## config.mk

```make
export PLATFORM = sky130hd
export DESIGN_NAME = rx_idle_infer
export DESIGN_NICKNAME = d
export VERILOG_FILES = /design/src/rtl/rxei_pkg.sv /design/src/rtl/rxei_mode_decode.sv /design/src/rtl/rxei_window_timer.sv /design/src/rtl/rxei_need_tracker.sv /design/src/rtl/rx_idle_infer.sv
export SDC_FILE = /design/constraint.sdc
export NUM_CORES = 1
export LEC_CHECK = 0
export ABC_CLOCK_PERIOD_IN_PS = 2400
export BUFFER_PORTS_ARGS = -buffer_cell sky130_fd_sc_hd__buf_2
export CAP_MARGIN = 40
export CORE_ASPECT_RATIO = 0.7
export CORE_MARGIN = 3
export CORE_UTILIZATION = 55
export CTS_BUF_LIST = sky130_fd_sc_hd__clkbuf_8
export CTS_CLUSTER_DIAMETER = 100
export DETAILED_ROUTE_END_ITERATION = 8
export PLACE_DENSITY_LB_ADDON = 0.3
export SLEW_MARGIN = 30
export SYNTH_ARGS = -nofsm -noshare
export SYNTH_HDL_FRONTEND = slang
export SYNTH_SLANG_ARGS = --single-unit
```

## constraint.sdc

```tcl
create_clock -name clk -period 2.4 [get_ports clk]
set_input_delay 0.48 -clock clk [delete_from_list [all_inputs] [get_ports clk]]
set_output_delay 0.48 -clock clk [all_outputs]
set_load 0.05 [all_outputs]
```

## src/rtl/rxei_pkg.sv

```systemverilog
// Package: shared types for the receiver idle inference block.
// Assumes: nothing beyond the standard language.
package rxei_pkg;

    // How the current window is paced, or whether timing is bypassed.
    typedef enum logic [1:0] {
        WIN_PASS = 2'd0,   // output repeats the idle-ordered-set flag
        WIN_OFF  = 2'd1,   // output held low
        WIN_CYC  = 2'd2,   // window counted in clock cycles
        WIN_SYM  = 2'd3    // window counted in valid symbols
    } win_kind_e;

    // Which event satisfies a window.
    typedef enum logic [1:0] {
        NEED_SKP = 2'd0,
        NEED_TS  = 2'd1,
        NEED_COM = 2'd2
    } need_e;

    typedef struct packed {
        win_kind_e kind;
        need_e     need;
    } win_plan_t;

endpackage

```

## src/rtl/rxei_mode_decode.sv

```systemverilog
// Module: rxei_mode_decode
// Maps the link-state select and rate onto a window plan: pacing kind,
// required event and window length. Purely combinational.
// Assumes: len fits in CW bits for every parameter value.
module rxei_mode_decode
    import rxei_pkg::*;
#(
    parameter int CW        = 16,
    parameter int US_CYCLES = 32000,
    parameter int SYM_TS    = 128,
    parameter int SYM_G1    = 200,
    parameter int SYM_G2    = 1600
) (
    input  logic [2:0]    sel,
    input  logic          gen2,
    output win_plan_t     plan,
    output logic [CW-1:0] len
);

    // Select-code lookup for the window plan.
    always_comb begin
        plan.kind = WIN_PASS;
        plan.need = NEED_SKP;
        len       = CW'(SYM_TS);
        case (sel)
            3'b100: begin
                plan.kind = WIN_CYC;
                plan.need = NEED_SKP;
                len       = CW'(US_CYCLES);
            end
            3'b101: begin
                plan.kind = WIN_SYM;
                plan.need = NEED_TS;
                len       = CW'(SYM_TS);
            end
            3'b110: begin
                plan.kind = WIN_SYM;
                plan.need = NEED_COM;
                len       = gen2 ? CW'(SYM_G2) : CW'(SYM_G1);
            end
            3'b111: begin
                plan.kind = gen2 ? WIN_OFF : WIN_CYC;
                plan.need = NEED_COM;
                len       = CW'(US_CYCLES);
            end
            default: begin
                plan.kind = WIN_PASS;
                plan.need = NEED_SKP;
                len       = CW'(SYM_TS);
            end
        endcase
    end

endmodule

```

## src/rtl/rxei_window_timer.sv

```systemverilog
// Module: rxei_window_timer
// Counts pacing ticks and flags the last tick of each window. Windows
// follow each other with no gap. A restart puts the count back to zero
// and suppresses the window end in that cycle.
// Assumes: len >= 1 and len stays stable except across a restart.
module rxei_window_timer #(
    parameter int CW = 16
) (
    input  logic          clk,
    input  logic          rst_n,
    input  logic          restart,
    input  logic          tick,
    input  logic [CW-1:0] len,
    output logic          win_end,
    output logic [CW-1:0] pos
);

    logic [CW-1:0] cnt_q;
    logic          at_last;

    assign at_last = (cnt_q == len - CW'(1));
    assign win_end = tick && !restart && at_last;
    assign pos     = cnt_q;

    // Window position counter, wrapping at the window length.
    always_ff @(posedge clk) begin
        if (!rst_n || restart) begin
            cnt_q <= '0;
        end else if (tick) begin
            cnt_q <= at_last ? '0 : cnt_q + CW'(1);
        end
    end

endmodule

```

## src/rtl/rxei_need_tracker.sv

```systemverilog
// Module: rxei_need_tracker
// Watches valid symbols for the event the current mode requires. For
// COM it counts to COM_NEED; for skip or TS a single flag is enough.
// hit marks the cycle the requirement is met; met covers the whole window
// including this cycle.
// Assumes: COM_NEED >= 1; clear and win_end both start a fresh window.
module rxei_need_tracker
    import rxei_pkg::*;
#(
    parameter int COM_NEED = 4
) (
    input  logic  clk,
    input  logic  rst_n,
    input  logic  clear,
    input  logic  win_end,
    input  need_e need,
    input  logic  sym_valid,
    input  logic  com_seen,
    input  logic  skp_done,
    input  logic  ts_done,
    output logic  hit,
    output logic  met
);

    localparam int NW = $clog2(COM_NEED + 1);

    logic [NW-1:0] com_cnt_q;
    logic          met_q;
    logic          com_now;
    logic          com_room;

    assign com_now  = sym_valid && com_seen;
    assign com_room = (com_cnt_q < NW'(COM_NEED));

    // Requirement reached in this cycle.
    always_comb begin
        case (need)
            NEED_SKP: hit = sym_valid && skp_done;
            NEED_TS:  hit = sym_valid && ts_done;
            NEED_COM: hit = com_now && (com_cnt_q == NW'(COM_NEED - 1));
            default:  hit = 1'b0;
        endcase
    end

    assign met = met_q || hit;

    // Per-window COM count and satisfied flag.
    always_ff @(posedge clk) begin
        if (!rst_n || clear || win_end) begin
            com_cnt_q <= '0;
            met_q     <= 1'b0;
        end else begin
            if (com_now && com_room) begin
                com_cnt_q <= com_cnt_q + NW'(1);
            end
            if (hit) begin
                met_q <= 1'b1;
            end
        end
    end

endmodule

```

## src/rtl/rx_idle_infer.sv

```systemverilog
// Module: rx_idle_infer (top)
// Infers receiver electrical idle from missing traffic in timed windows
// chosen by the link-state select and rate. A select with its top bit
// clear bypasses the timing, and the output repeats the idle-ordered-set flag.
// Assumes: one 10-bit symbol per sym_valid; US_CYCLES is 128 us in receive
// clocks; all inputs synchronous to clk.
module rx_idle_infer
    import rxei_pkg::*;
#(
    parameter int US_CYCLES = 32000,
    parameter int SYM_TS    = 128,
    parameter int SYM_G1    = 200,
    parameter int SYM_G2    = 1600,
    parameter int COM_NEED  = 4
) (
    input  logic       clk,
    input  logic       rst_n,
    input  logic       sym_valid,
    input  logic       com_seen,
    input  logic       skp_done,
    input  logic       ts_done,
    input  logic       eios_seen,
    input  logic [2:0] mode_sel,
    input  logic       rate_gen2,
    output logic       idle_o
);

    localparam int MAX_A  = (US_CYCLES > SYM_G2) ? US_CYCLES : SYM_G2;
    localparam int MAX_B  = (SYM_G1 > SYM_TS) ? SYM_G1 : SYM_TS;
    localparam int MAXLEN = (MAX_A > MAX_B) ? MAX_A : MAX_B;
    localparam int CW     = $clog2(MAXLEN + 1);

    win_plan_t     plan;
    logic [CW-1:0] win_len;
    logic [CW-1:0] win_pos;
    logic [3:0]    cfg_now;
    logic [3:0]    cfg_q;
    logic          cfg_chg;
    logic          tick;
    logic          win_end;
    logic          need_hit;
    logic          need_met;
    logic          idle_q;

    assign cfg_now = {mode_sel, rate_gen2};
    assign cfg_chg = (cfg_now != cfg_q);
    assign tick    = (plan.kind == WIN_CYC) || ((plan.kind == WIN_SYM) && sym_valid);
    assign idle_o  = idle_q;

    rxei_mode_decode #(
        .CW        (CW),
        .US_CYCLES (US_CYCLES),
        .SYM_TS    (SYM_TS),
        .SYM_G1    (SYM_G1),
        .SYM_G2    (SYM_G2)
    ) u_decode (
        .sel  (mode_sel),
        .gen2 (rate_gen2),
        .plan (plan),
        .len  (win_len)
    );

    rxei_window_timer #(
        .CW (CW)
    ) u_timer (
        .clk     (clk),
        .rst_n   (rst_n),
        .restart (cfg_chg),
        .tick    (tick),
        .len     (win_len),
        .win_end (win_end),
        .pos     (win_pos)
    );

    rxei_need_tracker #(
        .COM_NEED (COM_NEED)
    ) u_need (
        .clk       (clk),
        .rst_n     (rst_n),
        .clear     (cfg_chg),
        .win_end   (win_end),
        .need      (plan.need),
        .sym_valid (sym_valid),
        .com_seen  (com_seen),
        .skp_done  (skp_done),
        .ts_done   (ts_done),
        .hit       (need_hit),
        .met       (need_met)
    );

    // Remember the last configuration to spot changes.
    always_ff @(posedge clk) begin
        if (!rst_n) begin
            cfg_q <= '0;
        end else begin
            cfg_q <= cfg_now;
        end
    end

    // Idle decision: bypass, forced low, window expiry or event clear.
    always_ff @(posedge clk) begin
        if (!rst_n) begin
            idle_q <= 1'b0;
        end else if (plan.kind == WIN_PASS) begin
            idle_q <= eios_seen;
        end else if (cfg_chg || (plan.kind == WIN_OFF)) begin
            idle_q <= 1'b0;
        end else if (win_end && !need_met) begin
            idle_q <= 1'b1;
        end else if (need_hit) begin
            idle_q <= 1'b0;
        end
    end

endmodule

```

Word-level counts from Yosys, hierarchy flattened
Index checks and enable logic that the tools add are counted.
{"block": "totals", "ff_bits": 24, "in_bits": 11, "elab_cells": 52}
{"block": "classes", "add_sub_neg": 3, "n_lt_le_gt_ge": 1, "n_eq_ne": 12, "n_mux": 10, "n_reduce_logical": 21}
{"cell": "$pmux 15 s2", "count": 1}
{"cell": "$pmux 4 s4", "count": 1}
{"cell": "$add 15x1->15 const B", "count": 1}
{"cell": "$eq 15x15->1", "count": 1}
{"cell": "$mux 15", "count": 1}
{"cell": "$sub 15x1->15 const B", "count": 1}
{"cell": "$eq 3x3->1 const B", "count": 4}
{"cell": "$mux 11", "count": 1}
{"cell": "$logic_and 1x1->1", "count": 9}
{"cell": "$eq 2x2->1 const B", "count": 3}
{"cell": "$logic_or 1x1->1", "count": 5}
{"cell": "$eq 2x1->1 const B", "count": 2}
{"cell": "$logic_not 2->1", "count": 2}
{"cell": "$mux 1", "count": 4}
{"cell": "$ne 4x4->1", "count": 1}
{"cell": "$reduce_bool 4->1", "count": 1}
{"cell": "$add 3x1->3 const B", "count": 1}
{"cell": "$eq 3x2->1 const B", "count": 1}
{"cell": "$logic_not 1->1", "count": 3}
{"cell": "$lt 3x3->1 const B", "count": 1}
{"cell": "$pmux 1 s3", "count": 1}
{"cell": "$mux 2", "count": 1}
{"cell": "$reduce_or 2->1", "count": 1}

Logic depth before layout (Yosys ltp)
Gate-level depths: netlist of run 1.
{"block": "depth", "word_depth": 11, "mapped_depth": 8}

Modules after synthesis
From an unflattened synthesis of run 1, not the netlist that was laid out.
{"block": "unflattened", "cells_unflattened": 225, "area_unflattened_um2": 1808.0}
{"mod": "rxei_window_timer", "instances": 1, "cells_per_inst": 155, "area_per_inst_um2": 1207.4, "seq_area_each_um2": 300.3}
{"mod": "rxei_need_tracker", "instances": 1, "cells_per_inst": 23, "area_per_inst_um2": 224.0, "seq_area_each_um2": 80.1}
{"mod": "rx_idle_infer", "instances": 1, "cells_per_inst": 21, "area_per_inst_um2": 219.0, "seq_area_each_um2": 100.1}
{"mod": "rxei_mode_decode", "instances": 1, "cells_per_inst": 26, "area_per_inst_um2": 157.7, "seq_area_each_um2": 0.0}

Worst setup path before layout of run 1
OpenSTA, ideal clock, no wires.
{"block": "synth_timing", "kind": "input to register", "from": "input mode_sel[1]", "to": "register u_timer.cnt_q[14] (netlist: u_timer.pos[14])", "setup_time_ps": 115, "arrival_ps": 1957, "t_required_ps": 2285, "path_slack_ps": 329, "path_stages": 7, "cell_sequence": "xor2_1 or4_1 a2111oi_2 a21o_1 buf_6 buf_12 nor2_1"}
{"block": "synth_via", "elab_chain_cells": 6, "elab_cells_between_ends": 16, "classes_between": "1 x add/sub; 8 x eq/ne; 3 x mux; 4 x reduce/logical"}
{"element": "start, declared", "line_no": "rx_idle_infer.sv:23", "source": "input logic [2:0] mode_sel,"}
{"element": "$eq 3x3->1", "line_no": "rxei_mode_decode.sv:25", "source": "case (sel)"}
{"element": "$reduce_or 2->1 (no source line)"}
{"element": "$pmux 15 s2", "line_no": "rxei_mode_decode.sv:25"}
{"element": "$sub 15x1->15", "line_no": "rxei_window_timer.sv:21", "source": "assign at_last = (cnt_q == len - CW'(1));"}
{"element": "$eq 15x15->1", "line_no": "rxei_window_timer.sv:21"}
{"element": "$mux 15", "line_no": "rxei_window_timer.sv:30", "source": "cnt_q <= at_last ? '0 : cnt_q + CW'(1);"}
{"element": "end signal, assigned", "line_no": "rxei_window_timer.sv:30"}
{"element": "end, declared", "line_no": "rxei_window_timer.sv:18", "source": "logic [CW-1:0] cnt_q;"}
Several ways; a longest one is shown, not always the timed one.
A chain may end at the register's enable or synchronous reset.

Worst setup path in the final report of run 1
{"block": "layout_timing", "from": "input mode_sel[0]", "to": "register u_timer.cnt_q[8] (netlist: u_timer.pos[8])"}
The elaborated chain is that of the path after synthesis.

==> results of run 1 <==
==> through the flow <==
step | hold slack [ns] | total power (W) | util, %
detailed placement | 0.4521 | 0.0004793 | 67.37
global placement | 0.4554 | 0.0004764 | 67.37
finish | 0.4654 | 0.0006950 | 69.42
global route | 0.4901 | 0.0007333 | 69.42
floorplan | 0.4287 | 0.0004587 | -
CTS | 0.4649 | 0.0007020 | 69.42
==> final cells by class <==
| cell class | instances | share of cell area (%) |
|---|---|---|
| multi-input combinational | 113 | 50.94 |
| clock buffer | 3 | 2.949 |
| tap | 30 | 2.681 |
| sequential | 24 | 34.32 |
| timing repair buffer | 15 | 6.971 |
| inverter | 8 | 2.145 |
==> synth_stat cells (2+ instances only) <==
| master | n | area, um2 |
|---|---|---|
| dfxtp_1 | 24 | 480.5 |
| nor2_1 | 23 | 86.33 |
| xnor2_1 | 14 | 122.6 |
| nand2_1 | 9 | 33.78 |
| inv_1 | 8 | 30.03 |
| nand3_1 | 8 | 40.04 |
| nor3_1 | 6 | 30.03 |
| xor2_1 | 6 | 52.55 |
| and2_1 | 4 | 25.02 |
| and3_1 | 4 | 25.02 |
| o21ai_0 | 4 | 20.02 |
| or3_1 | 4 | 25.02 |
| a21oi_1 | 3 | 15.01 |
| ha_1 | 3 | 37.54 |
| mux2i_1 | 3 | 30.03 |
| nand2b_1 | 3 | 18.77 |
| a31oi_1 | 2 | 12.51 |
| buf_2 | 2 | 10.01 |
| nand3b_1 | 2 | 15.01 |
| nor4_1 | 2 | 12.51 |
| o2111ai_1 | 2 | 17.52 |
| o211ai_1 | 2 | 15.01 |
| or4_1 | 2 | 15.01 |
==> final timing paths <==
check / start / slack, ns / endpoint / cells after the start
hold reg to reg: u_need.met_q / 0.47 / u_need.met_q / 2
setup / recovery: mode_sel[0] / 0.29 / u_timer.pos[8] / 7
hold / removal: u_need.met_q / 0.47 / u_need.met_q / 2
setup reg to reg: u_timer.pos[11] / 0.32 / u_timer.pos[8] / 6
==> layer usage <==
metal	vias to the layer above	GRT usage (%)	wire length (um)
li1	539	-	-
met5	-	0	0
met4	0	6.009	23
met3	4	5.366	100
met1	482	25.48	1158
met2	20	30.50	1119
==> cells by family (layout without fill, tap and decap cells) <==
family	count (synthesis)	in the layout
and+or+nand+nor	70	70
DFF	24	24
xor gates and xnor gates	20	20
AOI/OAI and AO/OA	17	17
buffers and inverters	13	26
adders and majority gates	3	3
muxes	3	3
==> power groups by stage <==
stage | Clock (W) | Combinational (W) | Sequential [W]
after floorplan | 0 | 0.0000423 | 0.000416
after global placement | 0 | 0.0000621 | 0.000414
after detailed placement | 0 | 0.0000647 | 0.000415
after CTS | 0.000231 | 0.0000654 | 0.000405
after global routing | 0.000254 | 0.0000738 | 0.000406
final | 0.000224 | 0.0000655 | 0.000405
==> registers in the layout (all words and copies together), names as in the netlist <==
signal and count:
u_need.met_q 1, u_need.com_cnt_q 3, idle_o 1, cfg_q 4, u_timer.pos 15
==> critical path, stage by stage <==
cell and delay, ns:
buf_2 0.17, xor2_1 0.18, or4_1 0.56, a2111oi_2 0.43, a21o_1 0.24, buf_12 0.16, nor2_1 0.05
==> cells in the final DEF, fill, tap and decap left out, types with 4 or more instances in the layout <==
cell type | netlist | layout
and3_1 | 4 | 4
nand3_1 | 8 | 8
nand2_1 | 9 | 9
nor3_1 | 6 | 6
nor2_1 | 23 | 23
o21ai_0 | 4 | 4
dfxtp_1 | 24 | 24
xnor2_1 | 14 | 14
inv_1 | 8 | 8
and2_1 | 4 | 4
or3_1 | 4 | 4
xor2_1 | 6 | 6
buf_2 | 2 | 11
==> results.sh, run 1 <==
export IMPL_multi_input_area_um2=713.2
export IMPL_cts_resized=0
export IMPL_combPwrFrac_pct=9.4
export IMPL_cp_arrival_ns=2.26
export IMPL_synth_cell_area_um2=1272
export IMPL_syn_to_final_growth_pct=10.03
export IMPL_synthAdderAreaFrac_pct=2.950
export IMPL_synth_area_per_cell_um2=8.483
export IMPL_hold_viol=0
export IMPL_grt_pass1_vias=941
export IMPL_tns_ns=0
export IMPL_fin_nets=179
export IMPL_io_pins=12
export IMPL_power_internal_w=0.0005428
export IMPL_placed_cells=190
export IMPL_grtUsageTotal_pct=19.14
export IMPL_seqPwrFrac_pct=58.3
export IMPL_fin_crit_ns=2.108
export IMPL_clock_skew_ns=0.001832
export IMPL_powerDensity_nw_per_um2=496.4
export IMPL_clock_sinks=24
export IMPL_synthCells=150
export IMPL_synthFlopType="dfxtp_1"
export IMPL_power_switching_w=0.0001522
export IMPL_post_cts_buffers=0
export IMPL_drc=0
export IMPL_critPathCaptureType="flop"
export IMPL_grt_max_degree=17
export IMPL_max_freq_mhz=474.4
export IMPL_status="completed"
export IMPL_postCtsHoldBufs=0
export IMPL_fillerInstances=181
export IMPL_finalWorstSetupSlack_ns=0.2920
export IMPL_core_area_um2=2017
export IMPL_muxShareOfSynthArea_pct=2.360
export IMPL_cts_buffers_inserted=3
export IMPL_vias=1045
export IMPL_rows=13
export IMPL_synth_nets=164
export IMPL_ir_drop_mv=0.3486
export IMPL_port_buffers=11
export IMPL_grt_pass1_wl_mm=4.236
export IMPL_rsz0062_at_grt="false"
export IMPL_synth_edff_count=0
export IMPL_crit_fanout=16
export IMPL_viasPerCell=5.415
export IMPL_worstPathRequired_ns=2.56
export IMPL_ys_types=33
export IMPL_clk_latency_ns=0.26
export IMPL_dr_pass1_iters=4
export IMPL_slew_headroom_pct=56.32
export IMPL_drt_iter0_markers=84
export IMPL_p_clk_share_pct=32.3
export IMPL_ys_seq_elements=24
export IMPL_gr_total_overflow=0
export IMPL_start_util_pct=63.09
export IMPL_critical_path_class="input pin to flop"
export IMPL_stdcell_area_um2=1400
export IMPL_drive_above_1_share_pct=11.66
export IMPL_worst_slew_pin_slew_ns=0.6545
export IMPL_setup_viol=0
export IMPL_dieArea_um2=2936
export IMPL_fin_cells=193
export IMPL_pre_cts_slack_ns=0.06940
export IMPL_synth_top_family_by_area="simple AND/OR/NAND/NOR gates"
export IMPL_cts_tree="built"
export IMPL_critPathLaunchType="input pin"
export IMPL_clockRootBuffer="clkbuf_8"
export IMPL_hpwlAfterDp_mm=1.850
export IMPL_die_height_um=46.25
export IMPL_die_w_um=63.49
export IMPL_synthXorXnorAreaFrac_pct=13.77
export IMPL_diodes=0
export IMPL_clockBufferDepth=2
export IMPL_wl_mm=2.401
export IMPL_async_reset_ff_share_pct=0
export IMPL_period_share_pct=87.83
export IMPL_antenna_found_initial=0
export IMPL_post_drt_wl_per_cell_um=12.44
export IMPL_hp_class="flop to flop"
export IMPL_yosys_warnings=0
export IMPL_final_seq_area_um2=480.5
export IMPL_dpl_instance_area_um2=1359
export IMPL_place_congestion=0.8622
export IMPL_total_leakage_power_nw=0.4727
export IMPL_maxCapViolCount=0
export IMPL_htreeDepth=1
export IMPL_yosysSeqAreaShare_pct=37.76
export IMPL_final_antenna_net_count=0
export IMPL_swShare_pct=21.90
export IMPL_synth_simple_area_share_pct=27.63
export IMPL_clk_pin_slew_ns=0.07
export IMPL_synth_compound_area_share_pct=9.341
export IMPL_final_max_slew_viol_count=0
No activity file was read; power rests on OpenSTA's default activity.
==> inputs of run 2 (changes only) <==
--- a/config.mk
+++ b/config.mk
@@ -18,4 +18,5 @@
 export SLEW_MARGIN = 30
 export SYNTH_ARGS = -nofsm -noshare
 export SYNTH_HDL_FRONTEND = slang
+export SYNTH_HIERARCHICAL = 1
 export SYNTH_SLANG_ARGS = --single-unit
==> run 2 against run 1 <==
Against the previous run: the flow now finishes with violations (setup timing); global-route usage is 6.5 points higher; clock skew is 0.0028 ns higher; clock power rose by 61%; count of clock-buffer cells in the layout stayed put; synthesized cell count grew 50%; non-clock buffer count rose by 35; core utilization increased by 12 points; largest cell class unchanged; highest routed layer unchanged.
==> results.sh, run 2 <==
export IMPL_post_drt_wl_per_cell_um=15.36
export IMPL_clk_pin_slew_ns=0.09
export IMPL_clock_sinks=24
export IMPL_diodes=0
export IMPL_crit_fanout=12
export IMPL_ir_drop_mv=0.2949
export IMPL_met3_usage_pct=3.918
export IMPL_die_w_um=74.53
export IMPL_cts_tree="built"
export IMPL_setup_viol=20
export IMPL_place_congestion=0.8778
export IMPL_cts_buffers_inserted=3
export IMPL_clk_latency_ns=0.27
export IMPL_dieArea_um2=4022
export IMPL_final_common_cell="buf_4"
export IMPL_syn_to_final_growth_pct=33.98
export IMPL_cp_cell_sequence="buf_8 -> nand2_4 -> nor3_4 -> or4_4 -> nor3_4 -> a21oi_2 -> or4_4 -> or4_4 -> o311ai_4 -> buf_12 -> nor2_2"
export IMPL_synthFlopType="dfxtp_1"
export IMPL_fin_cells=308
export IMPL_synthCells=225
export IMPL_hp_class="flop to flop"
export IMPL_synth_compound_area_share_pct=12.11
export IMPL_hold_viol=0
export IMPL_drc=0
export IMPL_fin_nets=288
export IMPL_yosys_top_cells_area="dfxtp_1 (27%), xor2_1 (8.2%), xnor2_1 (7.3%)"
export IMPL_hpwlAfterDp_mm=3.415
export IMPL_worstPathRequired_ns=2.56
export IMPL_period_share_pct=117.6
export IMPL_largest_reg_flops=15
export IMPL_io_pins=12
export IMPL_critPathCaptureType="flop"
export IMPL_synth_cell_area_um2=1808
export IMPL_fin_crit_ns=2.822
export IMPL_final_cell_mix="buf_4 (35), dfxtp_1 (24), nand2_1 (21), xor2_1 (17), nor2_1 (16)"
export IMPL_muxShareOfSynthArea_pct=2.907
export IMPL_pre_cts_slack_ns=-0.7627
export IMPL_grt_pass1_wl_mm=7.831
export IMPL_grt_pass1_vias=1678
export IMPL_powerDensity_nw_per_um2=409.3
export IMPL_synthXorXnorAreaFrac_pct=15.50
export IMPL_grt_max_degree=15
export IMPL_netlist_top_cells_count="dfxtp_1 (24), nand2_1 (22), nor2_1 (18), xor2_1 (17), xnor2_1 (15)"
export IMPL_drt_iter0_markers=94
export IMPL_ys_seq_elements=24
export IMPL_core_area_um2=2963
export IMPL_final_max_slew_viol_count=0
export IMPL_synth_edff_count=0
export IMPL_placed_cells=302
export IMPL_ys_types=48
export IMPL_critical_path_class="input pin to flop"
export IMPL_busiest_layer="met2"
export IMPL_cp_slowest_stage_delay_ns=0.49
export IMPL_viasPerCell=5.643
export IMPL_whs_ns=0.4712
export IMPL_final_core_util_pct=81.76
export IMPL_violations="setup timing"
export IMPL_yosysSeqAreaShare_pct=26.57
export IMPL_htreeDepth=1
export IMPL_vias=1738
export IMPL_status="finished, violations left"
export IMPL_netlist_top_cell_by_area="dfxtp_1"
export IMPL_synth_simple_area_share_pct=33.49
export IMPL_gr_total_overflow=0
export IMPL_finalWorstSetupSlack_ns=-0.4217
export IMPL_final_antenna_net_count=0
export IMPL_critPathLaunchType="input pin"
export IMPL_cp_common_cell="or4_4"
export IMPL_synth_top_area_share_pct=26.57
export IMPL_maxCapViolCount=0
export IMPL_cp_arrival_ns=2.98
export IMPL_synthAdderAreaFrac_pct=2.768
export IMPL_drive_above_1_share_pct=34.93
export IMPL_wl_mm=4.730
export IMPL_rows=16
export IMPL_met2_usage_pct=44.46
export IMPL_yosys_warnings=6
export IMPL_synth_area_per_cell_um2=8.035
export IMPL_port_buffers=11
export IMPL_crit_path_top_delay_cell="or4_4"
export IMPL_die_height_um=53.97
export IMPL_async_reset_ff_share_pct=0
export IMPL_dr_pass1_iters=4
export IMPL_start_util_pct=61.02
export IMPL_postCtsHoldBufs=0
export IMPL_synth_top_family_by_area="simple AND/OR/NAND/NOR gates"
export IMPL_use_met1_pct=35.00
export IMPL_rsz0062_at_grt="true"
export IMPL_synth_most_common_cell="dfxtp_1"
export IMPL_antenna_found_initial=0
export IMPL_max_freq_mhz=354.4
export IMPL_total_leakage_power_nw=0.9608
export IMPL_grtUsageTotal_pct=25.67
export IMPL_clockBufferDepth=2
export IMPL_clock_skew_ns=0.004657
export IMPL_clockRootBuffer="clkbuf_8"
run 2: kinds of logic (layout without fill, tap and decap cells):
logic type,Yosys count,count (layout)
XOR/XNOR,32,32
other,1,5
multiplexers,5,5
adder cells (fa/ha/maj),4,4
buffers and inverters,20,63
AO/OA/AOI/OAI,30,30
flip-flops,24,24
AND/OR/NAND/NOR,109,109
run 2: cell type report:
type,instances,area [um2]
tap,36,45.04
timing repair buffer,50,400.4
clock inverter,1,30.03
clock buffer,3,41.29
inverter,9,33.78
multi-input combinational,185,1391
fill,176,540.5
sequential,24,480.5
run 2: metrics by stage:
stage	total power [W]	instance area, um2	setup TNS (ns)
after floorplan	0.0005431	1926	-7.054
after global placement	0.0006036	2230	-12.89
after detailed placement	0.0006077	2230	-13.82
after CTS	0.0009896	2406	-6.683
after global routing	0.001040	2422	-8.799
final	0.0009914	2422	-7.256
run 2: final timing paths:
check	to	cells after the start	slack (ns)	startpoint
hold / removal	u_need/met_q	1	0.47	u_need/met_q
setup / recovery	u_timer/pos[12]	11	-0.42	mode_sel[1]
hold reg to reg	u_need/met_q	1	0.47	u_need/met_q
setup reg to reg	u_timer/pos[12]	8	-0.10	u_timer/pos[3]
run 2: critical path: cells and delay by family:
family,cells,cell delay (ns)
buffers and inverters,2,0.30
and+or+nand+nor,7,1.78
AOI/OAI and AO/OA,2,0.42
run 2: repair_timing:
item,in CTS,in global routing
pin swaps,13,2
resized for setup,21,6
setup buffers,3,0
setup endpoints to repair,20,20
endpoints found under the hold margin,0,0
run 2: power breakdown:
part / internal [W] / total [W] / switching (W)
Combinational: 0.000108 / 0.000225 / 0.000118
Sequential: 0.000403 / 0.000405 / 0.00000221
Clock: 0.000223 / 0.000361 / 0.000138
run 2: layer usage:
layer | routed length (um) | vias to the layer above
li1 | - | 864
met1 | 2245 | 821
met2 | 2166 | 51
met3 | 305 | 2
met4 | 12 | 0
met5 | 0 | -
